$ cat src/rtl/sincos_pkg.sv
package sincos_pkg;

    localparam int PHASE_W = 24;   // phase word width
    localparam int IDX_W   = 6;    // quarter-table index bits
    localparam int OUT_W   = 16;   // component width
    localparam int FRAC_W  = 14;   // fractional bits of a component

    // Quarter-wave entry i of 2**idx_w + 1 points, scaled to 2**frac_w.
    function automatic int quarter_sine(input int i, input int idx_w, input int frac_w);
        real ang;
        real v;
        ang = 3.14159265358979323846 / 2.0 * real'(i) / real'(1 << idx_w);
        v   = real'(1 << frac_w) * $sin(ang);
        return $rtoi(v + 0.5);
    endfunction

endpackage

$ cat src/rtl/sincos_qtable.sv
module sincos_qtable #(
    parameter int IDX_W  = sincos_pkg::IDX_W,
    parameter int OUT_W  = sincos_pkg::OUT_W,
    parameter int FRAC_W = sincos_pkg::FRAC_W
) (
    input  logic [IDX_W-1:0]        idx,
    output logic signed [OUT_W-1:0] near_val,  // sin of the index angle
    output logic signed [OUT_W-1:0] far_val    // sin of the mirrored angle
);
    localparam int N = 1 << IDX_W;

    logic signed [OUT_W-1:0] rom [0:N];
    logic [IDX_W:0]          mirror_idx;

    for (genvar i = 0; i <= N; i++) begin : g_rom
        assign rom[i] = OUT_W'(sincos_pkg::quarter_sine(i, IDX_W, FRAC_W));
    end

    assign mirror_idx = (IDX_W+1)'(N) - {1'b0, idx};
    assign near_val   = rom[{1'b0, idx}];
    assign far_val    = rom[mirror_idx];

endmodule

$ cat src/rtl/sincos_fold.sv
module sincos_fold #(
    parameter int OUT_W = sincos_pkg::OUT_W
) (
    input  logic [1:0]              quad,
    input  logic signed [OUT_W-1:0] near_val,
    input  logic signed [OUT_W-1:0] far_val,
    output logic signed [OUT_W-1:0] cos_o,
    output logic signed [OUT_W-1:0] sin_o
);
    always_comb begin
        case (quad)
            2'd0: begin cos_o = far_val;   sin_o = near_val;  end
            2'd1: begin cos_o = -near_val; sin_o = far_val;   end
            2'd2: begin cos_o = -far_val;  sin_o = -near_val; end
            default: begin cos_o = near_val; sin_o = -far_val; end
        endcase
    end

endmodule

$ cat src/rtl/phasor_gen.sv
module phasor_gen #(
    parameter int PHASE_W = sincos_pkg::PHASE_W,
    parameter int IDX_W   = sincos_pkg::IDX_W,
    parameter int OUT_W   = sincos_pkg::OUT_W,
    parameter int FRAC_W  = sincos_pkg::FRAC_W
) (
    input  logic                 clk,
    input  logic                 rst_n,
    input  logic                 s_phase_valid,
    output logic                 s_phase_ready,
    input  logic [PHASE_W-1:0]   s_phase_data,
    input  logic                 s_phase_last,
    output logic                 m_iq_valid,
    input  logic                 m_iq_ready,
    output logic [2*OUT_W-1:0]   m_iq_data,
    output logic                 m_iq_last
);
    localparam int SEL_W = 2 + IDX_W;
    localparam int LSB_W = PHASE_W - SEL_W;

    typedef struct packed {
        logic                    a_v;
        logic [1:0]              a_quad;
        logic [IDX_W-1:0]        a_idx;
        logic                    a_last;
        logic                    b_v;
        logic [1:0]              b_quad;
        logic signed [OUT_W-1:0] b_near;
        logic signed [OUT_W-1:0] b_far;
        logic                    b_last;
        logic                    c_v;
        logic signed [OUT_W-1:0] c_cos;
        logic signed [OUT_W-1:0] c_sin;
        logic                    c_last;
    } pipe_t;

    pipe_t pipe_d, pipe_q;
    logic  rst_seen_q;
    logic  rst_int;
    logic  accept;

    logic signed [OUT_W-1:0] tab_near, tab_far;
    logic signed [OUT_W-1:0] fold_cos, fold_sin;
    logic                    unused_low;

    assign unused_low = ^s_phase_data[LSB_W-1:0];

    sincos_qtable #(.IDX_W(IDX_W), .OUT_W(OUT_W), .FRAC_W(FRAC_W)) u_table (
        .idx      (pipe_q.a_idx),
        .near_val (tab_near),
        .far_val  (tab_far)
    );

    sincos_fold #(.OUT_W(OUT_W)) u_fold (
        .quad     (pipe_q.b_quad),
        .near_val (pipe_q.b_near),
        .far_val  (pipe_q.b_far),
        .cos_o    (fold_cos),
        .sin_o    (fold_sin)
    );

    // Reset is stretched by one edge so that it always spans two edges.
    assign rst_int       = !rst_n || !rst_seen_q;
    assign s_phase_ready = !rst_int && !(pipe_q.c_v && !m_iq_ready);
    assign accept        = s_phase_valid && s_phase_ready;

    always_comb begin
        pipe_d = pipe_q;
        if (pipe_q.c_v && m_iq_ready) begin
            pipe_d.c_v = 1'b0;
        end
        if (accept) begin
            pipe_d.a_v    = 1'b1;
            pipe_d.a_quad = s_phase_data[PHASE_W-1 -: 2];
            pipe_d.a_idx  = s_phase_data[PHASE_W-3 -: IDX_W];
            pipe_d.a_last = s_phase_last;
            pipe_d.b_v    = pipe_q.a_v;
            pipe_d.b_quad = pipe_q.a_quad;
            pipe_d.b_near = tab_near;
            pipe_d.b_far  = tab_far;
            pipe_d.b_last = pipe_q.a_last;
            pipe_d.c_v    = pipe_q.b_v;
            pipe_d.c_cos  = fold_cos;
            pipe_d.c_sin  = fold_sin;
            pipe_d.c_last = pipe_q.b_last;
        end
    end

    always_ff @(posedge clk) begin
        rst_seen_q <= rst_n;
        if (rst_int) begin
            pipe_q <= '0;
        end else begin
            pipe_q <= pipe_d;
        end
    end

    assign m_iq_valid = pipe_q.c_v;
    assign m_iq_data  = {pipe_q.c_sin, pipe_q.c_cos};
    assign m_iq_last  = pipe_q.c_last;

    // ---------------- assertions ----------------
    localparam longint AMP = longint'(1) << FRAC_W;

    logic signed [OUT_W-1:0] out_cos, out_sin;
    longint                  mag2;
    assign out_cos = $signed(m_iq_data[OUT_W-1:0]);
    assign out_sin = $signed(m_iq_data[2*OUT_W-1:OUT_W]);
    always_comb mag2 = longint'(out_cos) * longint'(out_cos)
                     + longint'(out_sin) * longint'(out_sin);

    p_hold_r8: assert property (@(posedge clk) disable iff (!rst_n)
        m_iq_valid && !m_iq_ready |=> m_iq_valid && $stable(m_iq_data) && $stable(m_iq_last));

    p_rise_on_accept_r7: assert property (@(posedge clk) disable iff (!rst_n)
        $rose(m_iq_valid) |-> $past(s_phase_valid && s_phase_ready));

    p_range_r2: assert property (@(posedge clk) disable iff (!rst_n)
        m_iq_valid |-> (longint'(out_cos) <= AMP) && (longint'(out_cos) >= -AMP)
                    && (longint'(out_sin) <= AMP) && (longint'(out_sin) >= -AMP));

    p_unit_circle_r1: assert property (@(posedge clk) disable iff (!rst_n)
        m_iq_valid |-> (mag2 <= AMP * AMP + 2 * AMP) && (mag2 >= AMP * AMP - 2 * AMP));

    p_reset_idle_r9: assert property (@(posedge clk)
        !rst_n |=> !m_iq_valid && !s_phase_ready);

endmodule

$ cat config.mk
export PLATFORM = sky130hd
export DESIGN_NAME = phasor_gen
export DESIGN_NICKNAME = d
export VERILOG_FILES = /design/src/rtl/sincos_pkg.sv /design/src/rtl/sincos_qtable.sv /design/src/rtl/sincos_fold.sv /design/src/rtl/phasor_gen.sv
export SDC_FILE = /design/constraint.sdc
export NUM_CORES = 1
export LEC_CHECK = 0
export BUFFER_PORTS_ARGS = -buffer_cell sky130_fd_sc_hd__buf_2
export CORE_UTILIZATION = 36
export CTS_CLUSTER_DIAMETER = 120
export DETAILED_ROUTE_END_ITERATION = 10
export MAX_ROUTING_LAYER = met4
export SLEW_MARGIN = 20
export SYNTH_ARGS = -nofsm -noshare
export SYNTH_HDL_FRONTEND = slang
export SYNTH_SLANG_ARGS = --single-unit
$ cat constraint.sdc
create_clock -name clk -period 5 [get_ports clk]
set_input_delay 0.25 -clock clk [delete_from_list [all_inputs] [get_ports clk]]
set_output_delay 0.25 -clock clk [all_outputs]
set_load 0.02 [all_outputs]
# --- Word level (Yosys, flattened, before mapping) ---
# Memories as Yosys holds them, arrays and structs flattened. A register that Yosys moved wholly into a read port is not among the register bits.
# Index checks and enable logic that the tools add are counted.
totals:
  register_bits: 49
  elab_cells: 37
  n_memories: 2
  inputBits: 29
  mem_bits_ro: 4096
op_classes:
  reduce_logical: 12
  bitwise: 2
  eq_ne: 2
  mux: 4
  add_sub_neg: 3
mem_list:
  columns: ["name", "depth", "word_bits", "read_ports", "rd_clocked_by_memory_dff", "write_ports", "line_no", "rtl"]
  rows:
  - ["(no name shown)", 128, 16, 1, 1, 0, "sincos_qtable.sv:20", "assign near_val = rom[{1'b0, idx}];"]
  - ["(no name shown)", 128, 16, 1, 1, 0, "sincos_qtable.sv:21", "assign far_val = rom[mirror_idx];"]
ops:
  columns: ["operator", "n"]
  rows:
  - ["$pmux W16 S3", 2]
  - ["$mux W34", 1]
  - ["$neg A16 Y16", 2]
  - ["$not A6 Y8", 1]
  - ["$not A7 Y8", 1]
  - ["$sub A7 B6 Y7 const A", 1]
  - ["$logic_not A1 Y1", 5]
  - ["$logic_and A1 B1 Y1", 4]
  - ["$eq A2 B1 Y1 const B", 1]
  - ["$eq A2 B2 Y1 const B", 1]
  - ["$logic_not A2 Y1", 1]
  - ["$reduce_bool A2 Y1", 1]
  - ["$logic_or A1 B1 Y1", 1]
  - ["$mux W1", 1]

# --- Longest topological paths before layout ---
depth:
  depth_word: 6
  ltp_mapped: 13
  ltp_nobuf: 9

# --- Modules after synthesis ---
# Synthesis repeated with hierarchy kept, for this count alone.
unflattened:
  hier_cells: 937
  area_unflattened_um2: 7233.2
by_module_without_submodules:
  columns: ["module", "instances", "area_each_um2", "cells_each"]
  rows:
  - ["sincos_qtable", 1, 2966.6, 469]
  - ["phasor_gen", 1, 2702.6, 217]
  - ["sincos_fold", 1, 1564.0, 251]

# --- Least setup slack after synthesis ---
# OpenSTA, ideal clock, no wires.
synth_timing:
  path_kind: "register to register"
  start: "reg pipe_q[71] in the netlist's numbering"
  end: "reg, netlist name pipe_q[40]"
  period_less_slack_ns: 3.195
  t_arrival_ns: 3.073
  slack_ns: 1.805
  path_stages_with_launch: 13
  path_cell_list: "dfxtp_1 -> clkbuf_1 -> inv_1 -> buf_1 -> ha_1 -> ha_1 -> clkbuf_1 -> buf_2 -> clkbuf_1 -> nand3_1 -> a31oi_1 -> a31oi_1 -> a221o_1"
synth_between:
  elab_chain_len: 2
synth_lines:
  columns: ["element", "line_no", "rtl"]
  rows:
  - ["start: declaration", "phasor_gen.sv:37", "pipe_t pipe_d, pipe_q;"]
  - ["start signal: assignment", "phasor_gen.sv:94", "pipe_q <= pipe_d;"]
  - ["$sub A7 B6 Y7", "sincos_qtable.sv:19", "assign mirror_idx = (IDX_W+1)'(N) - {1'b0, idx};"]
  - ["$not A7 Y8 (implied by the code)", "sincos_qtable.sv:21", null]
# Every way passes these cells.
# A chain may end at the register's enable or synchronous reset.

# --- Worst setup path in the final report ---
layout_timing:
  start: "reg pipe_q[71] in the netlist's numbering"
  end: "reg, netlist name pipe_q[42]"
layout_between:
  elab_chain_len: 2
layout_lines:
  columns: ["element", "line_no"]
  rows:
  - ["$sub A7 B6 Y7", "sincos_qtable.sv:19"]
  - ["$not A7 Y8 (implied by the code)", "sincos_qtable.sv:21"]
# Every way passes these cells.

==> metrics.md <==
| Metric | Value |
|---|---|
| Unique masters post-synth | 70 |
| Syn avg cell area | 6.84 um^2 |
| Seq cells post-synth | 78 |
| Pre-antenna DRT Iters | 6 |
| Number of synthesized flops with an enable pin | 0 |
| Final Setup Violations | 0 |
| Cell Area, Synth | 0.00709 mm^2 |
| Max cap viols | 0 |
| CTS tree | built |
| Fin crit period | 3.37 ns |
| Die W | around 140 um |
| Final worst-path cycle share | 67.3% |
| FP Rows | 50 |
| Type of the tightest min-delay check | in -> reg |
| # fillers | 2065 |
| Clock Latency Late Sink | 0.34 ns |
| Setup TNS Final | 0 ns |
| Max-slew violations | 0 |
| Number of port buffers | 47 |
| Worst-margin pin slew | ~1 ns |
| Clk slew on worst S/H paths | 0.07 ns |
| Most common cell after layout, fill and taps aside | nand2_1 |
| Max-slew headroom | 34.8% |
| Req. time, crit path | 5.21 ns |
| RD Place Congestion | 0.887 |
| Area Growth Syn to Fin | 5.33% |
| Post-route ant nets | 0 |
| WL/cell | roughly 18 um |
| Arrival time worst endpoint | 3.58 ns |
| Synth async-reset ratio | 0% |
| Synth warn | 0 |
| Initial drt markers | 926 |
| Final hold vios | 0 |
| First-pass GRT wire length | between 30000 and 40000 um |
| Vias in the first global route | 6430 |
| Max frequency | 297 MHz |
| RSZ-0062 raised after global routing | false |
| Initial antenna violation count | 0 |
| DRC | 0 |
| Placed cell count | 1224 |
| Die Span Y | 142 um |
| Startpoint type of the worst setup path | register |
| Worst clock skew | 0.00938 ns |
| Status | finished clean |
| CTS sink cnt | 78 |
| I/O Pins | between 60 and 70 |
| PostCTS Resize Cnt | 0 |
| Initial Util | a little under two fifths |
| Post-Layout Cell Count | ~1200 |
| Commonest cells after routing, fill and taps aside | nand2_1, a21oi_1, o21ai_0 |
| Largest net degree at the start of global routing | 64 |
| Reg2reg path depth | 12 |
| Sequential share of the synthesized area | ~22% |
| R2r endpoint | pipe_q[42]$_SDFFE_PP0P_ |
| Share of cells above drive strength 1 | 11.5% |
| Diode count | 0 |
| CP endpoint kind | register |
| Post-CTS Setup Repair Bufs | 0 |
| Crit Path Max Fanout | 35 |
| CTS Hold Bufs | 0 |
| GRT Util Overall | 22.9% |
| R2R Setup Slk | 1.63 ns |
| Core ar. | 0.0190 mm^2 |
| Pwr/cell area | between 200 and 250 mW/mm^2 |
| Dominant synthesized flop cell | dfxtp_1 |
| Worst vdd ir | 0.164 mV |
| Vias per inst | approximately 6.0 |
| Leakage power | between 2 and 3 nW |
| CTS max path bufs | 2 |
| Syn Nets | between 1000 and 1500 |
| Post-synthesis cell count | around 1000 |
| DP HPWL | 15000 um |
| Setup crit end | pipe_q[42]$_SDFFE_PP0P_ |
| Worst R2R Start | pipe_q[71]$_SDFFE_PP0P_ |
| DR vias | 7398 |
| Number of CTS-inserted buffers | 9 |
| Post-Route WL | 22300 um |
| Grt total ovfl | 0 |
| Die Area | 0.0203 mm^2 |
| Final nets | 1023 |
| Hold_ws | 0.0250 ns |
| Crit path kind | reg -> reg |
| Clock root cell | clkbuf_16 |
| Crit path launch | pipe_q[71]$_SDFFE_PP0P_ |
| Htree depth | 3 |
cell usage after synthesis (19+ instances only):
| library cell | count | area [um^2] |
|---|---|---|
| a211oi_1 | 24 | 180 |
| a21oi_1 | 108 | 541 |
| a31oi_1 | 24 | 150 |
| buf_2 | 20 | 100 |
| buf_4 | 33 | 248 |
| clkbuf_1 | 76 | 285 |
| dfxtp_1 | 78 | 1560 |
| ha_1 | 19 | 238 |
| inv_1 | 19 | 71.3 |
| nand2_1 | 147 | 552 |
| nand2b_1 | 20 | 125 |
| nand3_1 | 31 | 155 |
| nor2_1 | 79 | 297 |
| nor3_1 | 32 | 160 |
| o21ai_0 | 83 | 415 |
cells by family (layout without fill, tap and decap cells):
kind of cell / after synthesis / after routing / share of synthesized area [%]
buffers and inverters: 163 / 107 / 10.7
and+or+nand+nor: 369 / 369 / 24.6
AOI/OAI and AO/OA: 356 / 356 / 31.8
xor gates and xnor gates: 27 / 27 / 3.34
muxes: 24 / 24 / 4.15
DFF: 78 / 78 / 22.0
adders and majority gates: 19 / 19 / 3.35
worst max-delay path: stages, from the launching register on:
cell and delay, ns:
dfxtp_1 0.31, buf_4 0.36, inv_1 0.07, buf_4 0.22, ha_1 0.24, ha_1 0.45, buf_4 0.30, or3_1 0.49
o22ai_1 0.19, a311oi_1 0.07, a31oi_1 0.23, a2bb2oi_1 0.16, o21ai_0 0.09
cell type report:
class / instances / area, um^2 / area share, %
Inverter: 21 / 78.8 / 1.06
Tap cell: 260 / 325 / 4.36
Clock inverter: 6 / 71.3 / 0.955
Multi-Input combinational cell: 795 / 4790 / 64.1
Timing Repair Buffer: 70 / 408 / 5.46
Sequential cell: 78 / 1560 / 21.0
Clock buffer: 10 / 229 / 3.07
metal layers:
metal,global-route usage [%],wire [um]
met3,3.20,1390
met2,35.4,10200
met4,5.60,269
met1,31.3,10400
met5,-,0
state kept, by name (all words and copies together) (netlist names):
| signal | cells |
|---|---|
| m_iq_last | 1 |
| m_iq_valid | 1 |
| out_cos | 16 |
| out_sin | 16 |
| pipe_q | 43 |
| rst_seen_q | 1 |
power by group:
group / internal [W] / total, W / leakage [nW] / switching (W)
Sequential: 0.000635 / 0.000658 / 0.633 / 0.0000232
Combinational: 0.000162 / 0.000461 / 1.95 / 0.000299
Clock: 0.000391 / 0.000666 / 0.145 / 0.000275
Total: 0.00119 / 0.00178 / 2.73 / 0.000597
worst min path at each step:
stage | start | endpoint | slack (ns) | depth (start not counted)
finish | rst_n | rst_seen_q$_DFF_P_ | 0.03 | 1
global route | rst_n | rst_seen_q$_DFF_P_ | 0.006 | 1
CTS | rst_n | rst_seen_q$_DFF_P_ | 0.01 | 1
detailed placement | rst_n | rst_seen_q$_DFF_P_ | 0.38 | 1
global placement | rst_n | rst_seen_q$_DFF_P_ | 0.38 | 1
floorplan | rst_n | rst_seen_q$_DFF_P_ | 0.28 | 0
through the flow:
step                      utilization [%]  cell area [um^2]  setup slack (ns)  power [W]
after floorplan                         -              7090              1.80    0.00101
after global placement               37.6              7160              1.79    0.00112
after detailed placement             37.7              7160              1.75    0.00112
after CTS                            39.3              7460              1.73    0.00179
after global routing                 39.3              7460              1.51    0.00188
final                                39.3              7460              1.63    0.00178
Note: power is estimated with default switching activity, not from simulation.
